<file path="src/rtl/tslot_pkg.sv">
package tslot_pkg;

   typedef enum logic [2:0] {
      FLD_ZERO,
      FLD_SYNC,
      FLD_SACCH,
      FLD_CDVCC,
      FLD_CDL,
      FLD_DA,
      FLD_DB,
      FLD_DC
   } fld_e;

   localparam int MAX_FIELDS = 8;

   typedef int   len_arr_t [MAX_FIELDS];
   typedef fld_e fld_arr_t [MAX_FIELDS];

   function automatic int sum_lens(len_arr_t l);
      int s;
      s = 0;
      for (int i = 0; i < MAX_FIELDS; i++) s += l[i];
      return s;
   endfunction

endpackage

</file>
<file path="src/rtl/tslot_pos_ctr.sv">
module tslot_pos_ctr #(
   parameter int SLOT_BITS = 324,
   parameter int POS_W     = 9
) (
   input  logic             clk,
   input  logic             rst_n,
   input  logic             start,
   output logic [POS_W-1:0] pos,
   output logic             busy,
   output logic             done,
   output logic             take
);
   localparam logic [POS_W-1:0] LAST = POS_W'(SLOT_BITS);

   if (SLOT_BITS < 2 || SLOT_BITS >= (1 << POS_W)) begin : g_chk
      $error("tslot_pos_ctr: SLOT_BITS does not fit POS_W");
   end

   assign busy = (pos != '0);
   assign done = (pos == LAST);
   assign take = start && !busy;

   always_ff @(posedge clk or negedge rst_n) begin
      if (!rst_n)   pos <= '0;
      else if (take) pos <= POS_W'(1);
      else if (done) pos <= '0;
      else if (busy) pos <= pos + POS_W'(1);
   end

   AST_START_TAKEN: assert property (@(posedge clk) disable iff (!rst_n)
      (start && pos == '0) |=> pos == POS_W'(1));
   AST_STEP_IGNORE: assert property (@(posedge clk) disable iff (!rst_n)
      (pos != '0 && pos != LAST) |=> pos == $past(pos) + POS_W'(1));
   AST_WRAP: assert property (@(posedge clk) disable iff (!rst_n)
      (pos == LAST) |=> pos == '0);
   AST_POS_RANGE: assert property (@(posedge clk) disable iff (!rst_n)
      pos <= LAST);
endmodule

</file>
<file path="src/rtl/tslot_field_map.sv">
module tslot_field_map
   import tslot_pkg::*;
#(
   parameter int       SLOT_BITS = 324,
   parameter int       POS_W     = 9,
   parameter int       IDX_W     = 8,
   parameter len_arr_t LENS      = '{28, 12, 130, 12, 130, 1, 11, 0},
   parameter fld_arr_t IDS       = '{FLD_SYNC, FLD_SACCH, FLD_DA, FLD_CDVCC,
                                     FLD_DB, FLD_ZERO, FLD_CDL, FLD_ZERO}
) (
   input  logic [POS_W-1:0] pos,
   output fld_e             fid,
   output logic [IDX_W-1:0] idx
);
   localparam int TOTAL = sum_lens(LENS);

   if (TOTAL != SLOT_BITS) begin : g_chk
      $error("tslot_field_map: field lengths do not add up to SLOT_BITS");
   end

   always_comb begin
      int base;
      int p;
      base = 1;
      p    = int'(pos);
      fid  = FLD_ZERO;
      idx  = '0;
      for (int i = 0; i < MAX_FIELDS; i++) begin
         if (LENS[i] > 0 && p >= base && p < base + LENS[i]) begin
            fid = IDS[i];
            idx = IDX_W'(base + LENS[i] - 1 - p);
         end
         base = base + LENS[i];
      end
   end
endmodule

</file>
<file path="src/rtl/tslot_bit_mux.sv">
module tslot_bit_mux
   import tslot_pkg::*;
#(
   parameter int SYNC_W   = 28,
   parameter int CTRL_W   = 12,
   parameter int CDL_W    = 11,
   parameter int DATA_W   = 130,
   parameter int DSHORT_W = 16,
   parameter int IDX_W    = 8
) (
   input  fld_e                fid,
   input  logic [IDX_W-1:0]    idx,
   input  logic [SYNC_W-1:0]   sync_q,
   input  logic [CTRL_W-1:0]   sacch_q,
   input  logic [CTRL_W-1:0]   cdvcc_q,
   input  logic [CDL_W-1:0]    cdl_q,
   input  logic [DATA_W-1:0]   da_q,
   input  logic [DATA_W-1:0]   db_q,
   input  logic [DSHORT_W-1:0] dc_q,
   output logic                bit_o
);
   localparam int SYNC_IW = $clog2(SYNC_W);
   localparam int CTRL_IW = $clog2(CTRL_W);
   localparam int CDL_IW  = $clog2(CDL_W);
   localparam int DATA_IW = $clog2(DATA_W);
   localparam int DC_IW   = $clog2(DSHORT_W);

   if (DATA_IW > IDX_W || SYNC_IW > IDX_W || DC_IW > IDX_W) begin : g_chk
      $error("tslot_bit_mux: IDX_W too narrow");
   end

   always_comb begin
      unique case (fid)
         FLD_SYNC:  bit_o = sync_q [idx[SYNC_IW-1:0]];
         FLD_SACCH: bit_o = sacch_q[idx[CTRL_IW-1:0]];
         FLD_CDVCC: bit_o = cdvcc_q[idx[CTRL_IW-1:0]];
         FLD_CDL:   bit_o = cdl_q  [idx[CDL_IW-1:0]];
         FLD_DA:    bit_o = da_q   [idx[DATA_IW-1:0]];
         FLD_DB:    bit_o = db_q   [idx[DATA_IW-1:0]];
         FLD_DC:    bit_o = dc_q   [idx[DC_IW-1:0]];
         default:   bit_o = 1'b0;
      endcase
   end
endmodule

</file>
<file path="src/rtl/tslot_seq.sv">
module tslot_seq
   import tslot_pkg::*;
#(
   parameter int SLOT_BITS   = 324,
   parameter int SYNC_W      = 28,
   parameter int CTRL_W      = 12,
   parameter int CDL_W       = 11,
   parameter int DATA_W      = 130,
   parameter int REV_DATA_W  = 122,
   parameter int DSHORT_W    = 16,
   parameter int GUARD_W     = 6,
   parameter int RAMP_W      = 6,
   parameter int RSVD_W      = 1,
   parameter int DIR_SUPPORT = 0,   // 0 both, 1 forward only, 2 reverse only
   parameter int POS_W       = $clog2(SLOT_BITS + 1)
) (
   input  logic                clk,
   input  logic                rst_n,
   input  logic                start,
   input  logic                dir_fwd,
   input  logic [SYNC_W-1:0]   sync_word,
   input  logic [CTRL_W-1:0]   slow_ctl,
   input  logic [CTRL_W-1:0]   color_code,
   input  logic [CDL_W-1:0]    locator,
   input  logic [DATA_W-1:0]   payload_a,
   input  logic [DATA_W-1:0]   payload_b,
   input  logic [DSHORT_W-1:0] payload_c,
   output logic                bit_out,
   output logic [POS_W-1:0]    bit_pos,
   output logic                busy,
   output logic                slot_done
);
   localparam int IDX_W = $clog2(DATA_W);

   localparam len_arr_t FWD_LENS = '{SYNC_W, CTRL_W, DATA_W, CTRL_W,
                                     DATA_W, RSVD_W, CDL_W, 0};
   localparam fld_arr_t FWD_IDS  = '{FLD_SYNC, FLD_SACCH, FLD_DA, FLD_CDVCC,
                                     FLD_DB, FLD_ZERO, FLD_CDL, FLD_ZERO};
   localparam len_arr_t REV_LENS = '{GUARD_W, RAMP_W, DSHORT_W, SYNC_W,
                                     REV_DATA_W, CTRL_W, CTRL_W, REV_DATA_W};
   localparam fld_arr_t REV_IDS  = '{FLD_ZERO, FLD_ZERO, FLD_DC, FLD_SYNC,
                                     FLD_DA, FLD_SACCH, FLD_CDVCC, FLD_DB};

   if (REV_DATA_W > DATA_W) begin : g_chk_rev
      $error("tslot_seq: REV_DATA_W exceeds DATA_W");
   end
   if (DIR_SUPPORT < 0 || DIR_SUPPORT > 2) begin : g_chk_dir
      $error("tslot_seq: DIR_SUPPORT out of range");
   end

   // position counter
   logic take;

   tslot_pos_ctr #(.SLOT_BITS(SLOT_BITS), .POS_W(POS_W)) u_ctr (
      .clk   (clk),
      .rst_n (rst_n),
      .start (start),
      .pos   (bit_pos),
      .busy  (busy),
      .done  (slot_done),
      .take  (take)
   );

   // field snapshot, loaded on an accepted start
   logic [SYNC_W-1:0]   sync_q;
   logic [CTRL_W-1:0]   sacch_q;
   logic [CTRL_W-1:0]   cdvcc_q;
   logic [CDL_W-1:0]    cdl_q;
   logic [DATA_W-1:0]   da_q;
   logic [DATA_W-1:0]   db_q;
   logic [DSHORT_W-1:0] dc_q;
   logic                fwd_q;

   always_ff @(posedge clk or negedge rst_n) begin
      if (!rst_n) begin
         sync_q  <= '0;
         sacch_q <= '0;
         cdvcc_q <= '0;
         cdl_q   <= '0;
         da_q    <= '0;
         db_q    <= '0;
         dc_q    <= '0;
         fwd_q   <= 1'b0;
      end else if (take) begin
         sync_q  <= sync_word;
         sacch_q <= slow_ctl;
         cdvcc_q <= color_code;
         cdl_q   <= locator;
         da_q    <= payload_a;
         db_q    <= payload_b;
         dc_q    <= payload_c;
         fwd_q   <= dir_fwd;
      end
   end

   // direction-specific field maps
   fld_e             fid;
   logic [IDX_W-1:0] idx;

   if (DIR_SUPPORT == 0) begin : g_both
      fld_e             fid_f, fid_r;
      logic [IDX_W-1:0] idx_f, idx_r;

      tslot_field_map #(.SLOT_BITS(SLOT_BITS), .POS_W(POS_W), .IDX_W(IDX_W),
                        .LENS(FWD_LENS), .IDS(FWD_IDS)) u_fmap (
         .pos (bit_pos), .fid (fid_f), .idx (idx_f));
      tslot_field_map #(.SLOT_BITS(SLOT_BITS), .POS_W(POS_W), .IDX_W(IDX_W),
                        .LENS(REV_LENS), .IDS(REV_IDS)) u_rmap (
         .pos (bit_pos), .fid (fid_r), .idx (idx_r));

      assign fid = fwd_q ? fid_f : fid_r;
      assign idx = fwd_q ? idx_f : idx_r;
   end else if (DIR_SUPPORT == 1) begin : g_fwd
      tslot_field_map #(.SLOT_BITS(SLOT_BITS), .POS_W(POS_W), .IDX_W(IDX_W),
                        .LENS(FWD_LENS), .IDS(FWD_IDS)) u_fmap (
         .pos (bit_pos), .fid (fid), .idx (idx));
   end else begin : g_rev
      tslot_field_map #(.SLOT_BITS(SLOT_BITS), .POS_W(POS_W), .IDX_W(IDX_W),
                        .LENS(REV_LENS), .IDS(REV_IDS)) u_rmap (
         .pos (bit_pos), .fid (fid), .idx (idx));
   end

   tslot_bit_mux #(.SYNC_W(SYNC_W), .CTRL_W(CTRL_W), .CDL_W(CDL_W),
                   .DATA_W(DATA_W), .DSHORT_W(DSHORT_W), .IDX_W(IDX_W)) u_mux (
      .fid     (fid),
      .idx     (idx),
      .sync_q  (sync_q),
      .sacch_q (sacch_q),
      .cdvcc_q (cdvcc_q),
      .cdl_q   (cdl_q),
      .da_q    (da_q),
      .db_q    (db_q),
      .dc_q    (dc_q),
      .bit_o   (bit_out)
   );

   AST_IDLE_QUIET: assert property (@(posedge clk) disable iff (!rst_n)
      !busy |-> !bit_out);
   AST_ZERO_FIELD: assert property (@(posedge clk) disable iff (!rst_n)
      (fid == FLD_ZERO) |-> !bit_out);
   AST_SNAP_HOLD: assert property (@(posedge clk) disable iff (!rst_n)
      (busy && bit_pos != POS_W'(1)) |-> ($stable(da_q) && $stable(db_q)
                                          && $stable(fwd_q)));
   AST_DONE_ONCE: assert property (@(posedge clk) disable iff (!rst_n)
      slot_done |=> !slot_done);
endmodule

</file>
<file path="config.mk">
export PLATFORM = sky130hd
export DESIGN_NAME = tslot_seq
export DESIGN_NICKNAME = d
export VERILOG_FILES = /design/src/rtl/tslot_pkg.sv /design/src/rtl/tslot_pos_ctr.sv /design/src/rtl/tslot_field_map.sv /design/src/rtl/tslot_bit_mux.sv /design/src/rtl/tslot_seq.sv
export SDC_FILE = /design/constraint.sdc
export NUM_CORES = 1
export LEC_CHECK = 0
export ABC_CLOCK_PERIOD_IN_PS = 4600
export BUFFER_PORTS_ARGS = -buffer_cell sky130_fd_sc_hd__buf_2
export CAP_MARGIN = 20
export CORE_MARGIN = 3
export CORE_UTILIZATION = 57
export DETAILED_ROUTE_END_ITERATION = 8
export PLACE_DENSITY_LB_ADDON = 0.1
export SLEW_MARGIN = 15
export SYNTH_ARGS = -nofsm -noshare
export SYNTH_HDL_FRONTEND = slang
export SYNTH_SLANG_ARGS = --single-unit
</file>
<file path="constraint.sdc">
create_clock -name clk -period 4.6 [get_ports clk]
set_input_delay 0 -clock clk [delete_from_list [all_inputs] [get_ports clk]]
set_output_delay 0 -clock clk [all_outputs]
set_load 0.03 [all_outputs]
</file>
==> PnR_summary.wiki, run 1 <==
{| class="wikitable"
! Metric !! Value
|-
| Die Y || 189.1 um
|-
| Biggest area contributors in the synthesized netlist || sky130_fd_sc_hd__dfrtp_1, sky130_fd_sc_hd__nand2_1, sky130_fd_sc_hd__mux2i_1
|-
| Most instantiated flip-flop cell in the synthesis netlist || sky130_fd_sc_hd__dfrtp_1
|-
| Cells after synthesis || 2429
|-
| Total routing resource utilization after global routing || 76.89%
|-
| Mean cell area of the mapped netlist || 7.870 sq um
|-
| Initial standard-cell utilization of the core || 58.31%
|-
| Overflow after GRT || 5
|-
| Post-place setup slack || -334.4 ps
|-
| IO Pins || 355
|-
| Routability congestion estimate || 0.9620
|-
| IO Port Bufs || 354
|-
| Pin count of the biggest net entering global routing || 140
|-
| Type of the worst endpoint after the last repair || primary output
|-
| Result of the run || aborted with a tool error
|-
| Number of unique standard cell types used by synthesis || 89
|-
| Row Count || 66
|-
| Number of instances in the placed design || 3295
|-
| Count of flip-flops with a built-in enable after synthesis || 0
|-
| Horizontal extent of the die || 189.1 um
|-
| Cell Area, Placed || 0.02272 sq mm
|-
| Library cell occupying the most area in the post-synthesis netlist || sky130_fd_sc_hd__dfrtp_1
|-
| Number of CTS-inserted buffers || 37
|-
| Share of flip-flops with an asynchronous set or reset after synthesis || 100.0%
|-
| Total number of clock tree sinks || 349
|-
| Root Buffer || sky130_fd_sc_hd__clkbuf_16
|-
| Endpoint pin with the least setup slack after global-route repair || bit_out
|-
| Proportion of netlist area held by the largest area contributor || 45.69%
|-
| Flip-flop and latch count after synthesis || 349
|-
| Err || [ERROR GRT-0232] Routing congestion too high. Check the congestion heatmap in the GUI.
|-
| Synthesized netlist net count || 2783
|-
| Mapped cell area || 0.01912 sq mm
|-
| Synth warnings || 0
|-
| CTS H-tree depth || 2
|-
| Failed at || global routing (5_1_grt)
|-
| Buffers from clock root to sink, at most || 3
|-
| Detail Placement HPWL || 53.17 mm
|-
| Seq/Total Area, Yosys || 45.69%
|}
cell usage after synthesis, types with 17 or more instances:
| library cell | count |
|---|---|
| sky130_fd_sc_hd__a21oi_1 | 44 |
| sky130_fd_sc_hd__a311oi_1 | 28 |
| sky130_fd_sc_hd__and2_1 | 17 |
| sky130_fd_sc_hd__and3_1 | 17 |
| sky130_fd_sc_hd__buf_2 | 46 |
| sky130_fd_sc_hd__clkbuf_1 | 88 |
| sky130_fd_sc_hd__dfrtp_1 | 349 |
| sky130_fd_sc_hd__mux2i_1 | 50 |
| sky130_fd_sc_hd__nand2_1 | 1263 |
| sky130_fd_sc_hd__nand3_1 | 71 |
| sky130_fd_sc_hd__nor2_1 | 48 |
| sky130_fd_sc_hd__nor3_1 | 26 |
| sky130_fd_sc_hd__o21ai_0 | 41 |
| sky130_fd_sc_hd__xnor2_1 | 26 |
timing repair:
action                                  in CTS
hold buffers                               345
buffers inserted                            41
gates cloned                                 3
hold endpoints to repair                   453
endpoints found under the setup margin       1
gates resized for setup                    134
pin swaps                                   44
cell families after synthesis:
kind of cell    after synthesis  share of synthesized area [%]
compound gates              286                          11.19
xor+xnor                     32                          1.466
fa+ha+maj                    11                         0.7200
buf+inv                     176                          4.300
flops                       349                          45.69
mux                          74                          4.916
simple gates               1501                          31.73
through the flow:
step	TNS [ps]	hold WS, ps
floorplan	0	-295.6
CTS	-243.5	155.1
detailed placement	-334.4	137.3
global placement	-494.6	128.1
metal layers:
layer  global-route usage [%]  GRT overflow
met3                    63.77             0
met2                    92.11             2
met4                    76.71             3
met1                    75.98             0
met5                    35.44             0
==> inputs of run 2 (changes only) <==
- CORE_UTILIZATION: 57 -> 40
- PLACE_DENSITY_LB_ADDON: 0.1 -> 0.15
==> run 2 against run 1 <==
- the flow now finishes, with violations (negative setup slack)
- synthesized cell count stayed put
- area after synthesis did not move
==> PnR_summary.wiki, run 2 <==
{| class="wikitable"
! Metric !! Value
|-
| Result of the run || complete, but fails checks (was aborted with a tool error)
|-
| Violated checks || negative setup slack
|-
| Seq/Total Area, Yosys || 45.69% (unchanged)
|-
| Insertion delay of the later-clocked pin in the worst-skew pair || 570 ps
|-
| Worst-margin pin slew || 984.4 ps
|-
| IO Port Bufs || 354 (unchanged)
|-
| Synthesis-to-finish area growth || 53.28%
|-
| Wire length of the first global-routing pass || 129.0 mm
|-
| Element type at the critical path start || flop
|-
| Flip-flop and latch count after synthesis || 349 (unchanged)
|-
| Die Y || 224.6 um (was 189.1 um)
|-
| Multi-input combinational cell area || 0.01031 sq mm
|-
| Top library cells by usage in the layout, fill and taps aside || sky130_fd_sc_hd__nand2_1, sky130_fd_sc_hd__buf_2, sky130_fd_sc_hd__dfrtp_1, sky130_fd_sc_hd__dlygate4sd3_1, sky130_fd_sc_hd__buf_4
|-
| Share of flip-flops with an asynchronous set or reset after synthesis || 100.0% (unchanged)
|-
| Root Buffer || sky130_fd_sc_hd__clkbuf_16 (unchanged)
|-
| Number of max-cap violations || 0
|-
| Clock tree from TritonCTS || yes
|-
| Share of layout cells above drive strength 1 || 26.71%
|-
| Final net count || 3668
|-
| Most instantiated flip-flop cell in the synthesis netlist || sky130_fd_sc_hd__dfrtp_1 (unchanged)
|-
| Launch instance of the worst register-to-register path || u_ctr.pos[4]
|-
| Initial standard-cell utilization of the core || 40.80% (was 58.31%)
|-
| Vias in the first global route || 21930
|-
| Final min period || 4982 ps
|-
| Clk slew on worst S/H paths || 60 ps
|-
| Total number of clock tree sinks || 349 (unchanged)
|-
| Leakage power total || 15.09 nW
|-
| Mean cell area of the mapped netlist || 7.870 sq um (unchanged)
|-
| Floorplan core area || 0.04685 sq mm
|-
| Library cell occupying the most area in the post-synthesis netlist || sky130_fd_sc_hd__dfrtp_1 (unchanged)
|-
| Area enclosed by the die boundary || 0.05045 sq mm
|-
| Most common library cells after synthesis || sky130_fd_sc_hd__nand2_1, sky130_fd_sc_hd__dfrtp_1, sky130_fd_sc_hd__clkbuf_1 (unchanged)
|-
| Detail Placement HPWL || 57.45 mm (was 53.17 mm)
|-
| Routed Wire Length || 84.13 mm
|-
| Category of cells accounting for the largest share of critical-path delay || compound AO/OA/AOI/OAI gates
|-
| IO Pins || 355 (unchanged)
|-
| Timing-limited maximum frequency || 0.2007 GHz
|-
| Routed len/inst || 21.28 um
|-
| Register-to-register setup slack || 1480 ps
|-
| Largest registers in the final layout || da_q: 130 flops, db_q: 130 flops, sync_q: 28 flops
|-
| ANT nets after route || 0
|-
| Final Hold Fails || 0
|-
| Fill cell count || 3999
|-
| Buffers from clock root to sink, at most || 3 (unchanged)
|-
| Overall power of the completed layout || 6.764 mW
|-
| Compound-cell area share of the yosys netlist || 11.19% (unchanged)
|-
| Routability congestion estimate || 0.9154 (was 0.9620)
|-
| Final number of max-transition violations || 0
|-
| Capture instance of the worst register-to-register path || da_q[120]
|-
| Post-place setup slack || -251.4 ps (was -334.4 ps)
|-
| Hold Startpoint || payload_a[47]
|-
| Area used by sequential logic in the layout || 0.008741 sq mm
|-
| Top fanout value on the critical path || 9
|-
| Biggest area contributors in the synthesized netlist || sky130_fd_sc_hd__dfrtp_1, sky130_fd_sc_hd__nand2_1, sky130_fd_sc_hd__mux2i_1 (unchanged)
|-
| Horizontal extent of the die || 224.6 um (was 189.1 um)
|-
| DRC marker count from the first detailed-route iteration || 1753
|-
| Cell with the most instances after synthesis || sky130_fd_sc_hd__nand2_1 (unchanged)
|-
| Proportion of netlist area held by the largest area contributor || 45.69% (unchanged)
|-
| Max stage delay on crit path || 440 ps
|-
| Most frequent cell on the critical path || sky130_fd_sc_hd__buf_6
|-
| Cell depth of the worst min-delay path || 4
|-
| Arithmetic-cell share of the synthesized area counting full adders, half adders and majority gates || 0.7200% (unchanged)
|-
| Portion of netlist area occupied by mux cells || 4.916% (unchanged)
|-
| Number of CTS-inserted buffers || 40 (was 37)
|-
| Synth warnings || 0 (unchanged)
|-
| Final worst path period share || 108.3%
|-
| Simple-gate area share of the yosys netlist || 31.73% (unchanged)
|-
| Xor-xnor portion of the synthesized cell area || 1.466% (unchanged)
|-
| Pwr/cell area || 230.8 mW/mm^2
|-
| Critical path buffer and inverter count || 7
|-
| Ordered list of cells on the worst path || buf_6, ha_4, buf_6, a221o_1, a21o_1, a22oi_2, a2111oi_4, a2111oi_4, a21oi_4, buf_6, buf_12, buf_12, buf_12, mux2i_1, mux2_2, o311ai_4, o211ai_2, a32o_2, buf_6
|-
| Finish-stage setup viols || 1
|-
| Worst path setup slack after routing || -381.6 ps
|-
| Cells after synthesis || 2429 (unchanged)
|-
| Number of unique standard cell types used by synthesis || 89 (unchanged)
|-
| Combinational family with the most area after synthesis || simple AND/OR/NAND/NOR gates (unchanged)
|-
| Drt drc || 0
|-
| Worst setup EP type || output pin
|-
| Count of flip-flops with a built-in enable after synthesis || 0 (unchanged)
|-
| CP max-delay cell || sky130_fd_sc_hd__a2111oi_4
|-
| Min-Delay Path Class || in -> reg
|-
| Worst endpoint required time || 4600 ps
|-
| Setup Skew || 22.51 ps
|-
| Overflow after GRT || 0
|-
| Antenna violations before repair || 4
|-
| CTS H-tree depth || 2 (unchanged)
|-
| Synthesized netlist net count || 2783 (unchanged)
|-
| Pin count of the biggest net entering global routing || 193
|-
| Classification of the worst setup path || reg -> out
|-
| End point of the most critical hold path || da_q[47]
|-
| Most frequent standard cell in the layout excluding fill and tap cells || sky130_fd_sc_hd__nand2_1
|-
| Mapped cell area || 0.01912 sq mm (unchanged)
|-
| Total routing resource utilization after global routing || 32.97%
|-
| Via total after detailed routing || 21330
|-
| Worst ir drop on vdd || 0.2782 mV
|-
| Row Count || 79 (was 66)
|-
| FF-to-FF path depth || 9
|-
| Remaining max-slew budget at the tightest pin || 34.37%
|-
| Per-cell via count in the routed design || 5.396
|-
| Setup repair after global routing missed its margin || yes
|-
| Arrival time at the worst endpoint || 4980 ps
|-
| Number of iterations in the first detailed-routing pass || 6
|}
## run 2: cell counts after synthesis
Identical to the previous run, type by type.
## run 2: metal layers
layer  vias to the layer above  part of all wire [%]  GRT usage, %
met5                         -                 0.012             0
met4                         2                   4.0         12.32
met3                       217                   6.1         5.286
met2                       848                    47         53.92
met1                     10440                    43         44.48
li1                       9822                     -             -
## run 2: where the power goes
group	internal, mW	total, mW	switching, mW
sequential	3.07	3.07	0
clock	1.88	3.21	1.32
combinational	0.301	0.488	0.186
total	5.26	6.76	1.51
## run 2: per-stage QoR
step / area, sq um / hold WS, ps / util, % / std cells / setup TNS (ps)
detailed placement: 23140 / 5.348 / 49.40 / 3476 / -251.4
finish: 29300 / 167.4 / 62.54 / 3953 / -381.6
global route: 29300 / 170.4 / 62.54 / 3953 / -514.1
CTS: 28790 / 140.3 / 61.44 / 3926 / -303.2
global placement: 23140 / 11.41 / 49.40 / 3476 / -292.7
floorplan: 19120 / -295.6 / - / 2429 / 0
## run 2: worst max path at each step
stage                             from       to  slack, ps  cells past startpoint
final                     u_ctr.pos[1]  bit_out       -380                     19
after global routing      u_ctr.pos[2]  bit_out       -510                     19
after CTS                 u_ctr.pos[2]  bit_out       -300                     16
after detailed placement  u_ctr.pos[1]  bit_out       -250                     20
after global placement    u_ctr.pos[1]  bit_out       -290                     20
after floorplan           u_ctr.pos[2]  bit_out         90                     19
## run 2: kinds of logic after synthesis
group	after synthesis
and+or+nand+nor	1501
DFF	349
adders and majority gates	11
AOI/OAI and AO/OA	286
buffers and inverters	176
muxes	74
xor gates and xnor gates	32
## run 2: what timing repair did
item                                    4_1_cts  5_1_grt
hold buffers                                344        0
endpoints found under the setup margin        1        1
pin swaps                                    26       39
buffers inserted                             35       24
gates resized for setup                     114       56
gates cloned                                  2        2
endpoints found under the hold margin       413        0
## run 2: worst min-delay path, cell delays in order
cell,delay [ps]
sky130_fd_sc_hd__dlygate4sd3_1,520
sky130_fd_sc_hd__buf_2,100
sky130_fd_sc_hd__nand2_1,40
sky130_fd_sc_hd__nand2_1,50
## run 2: area by class of cell
type,instances,area share (%)
Sequential cell,349,29.83
Antenna cell,3,0.02562
Clock inverter,14,0.5466
Clock buffer,57,3.976
Tap cell,607,2.592
Inverter,12,0.1623
Multi-Input combinational cell,1904,35.18
Timing Repair Buffer,1007,27.69
Power figures use the tool's default switching activity.
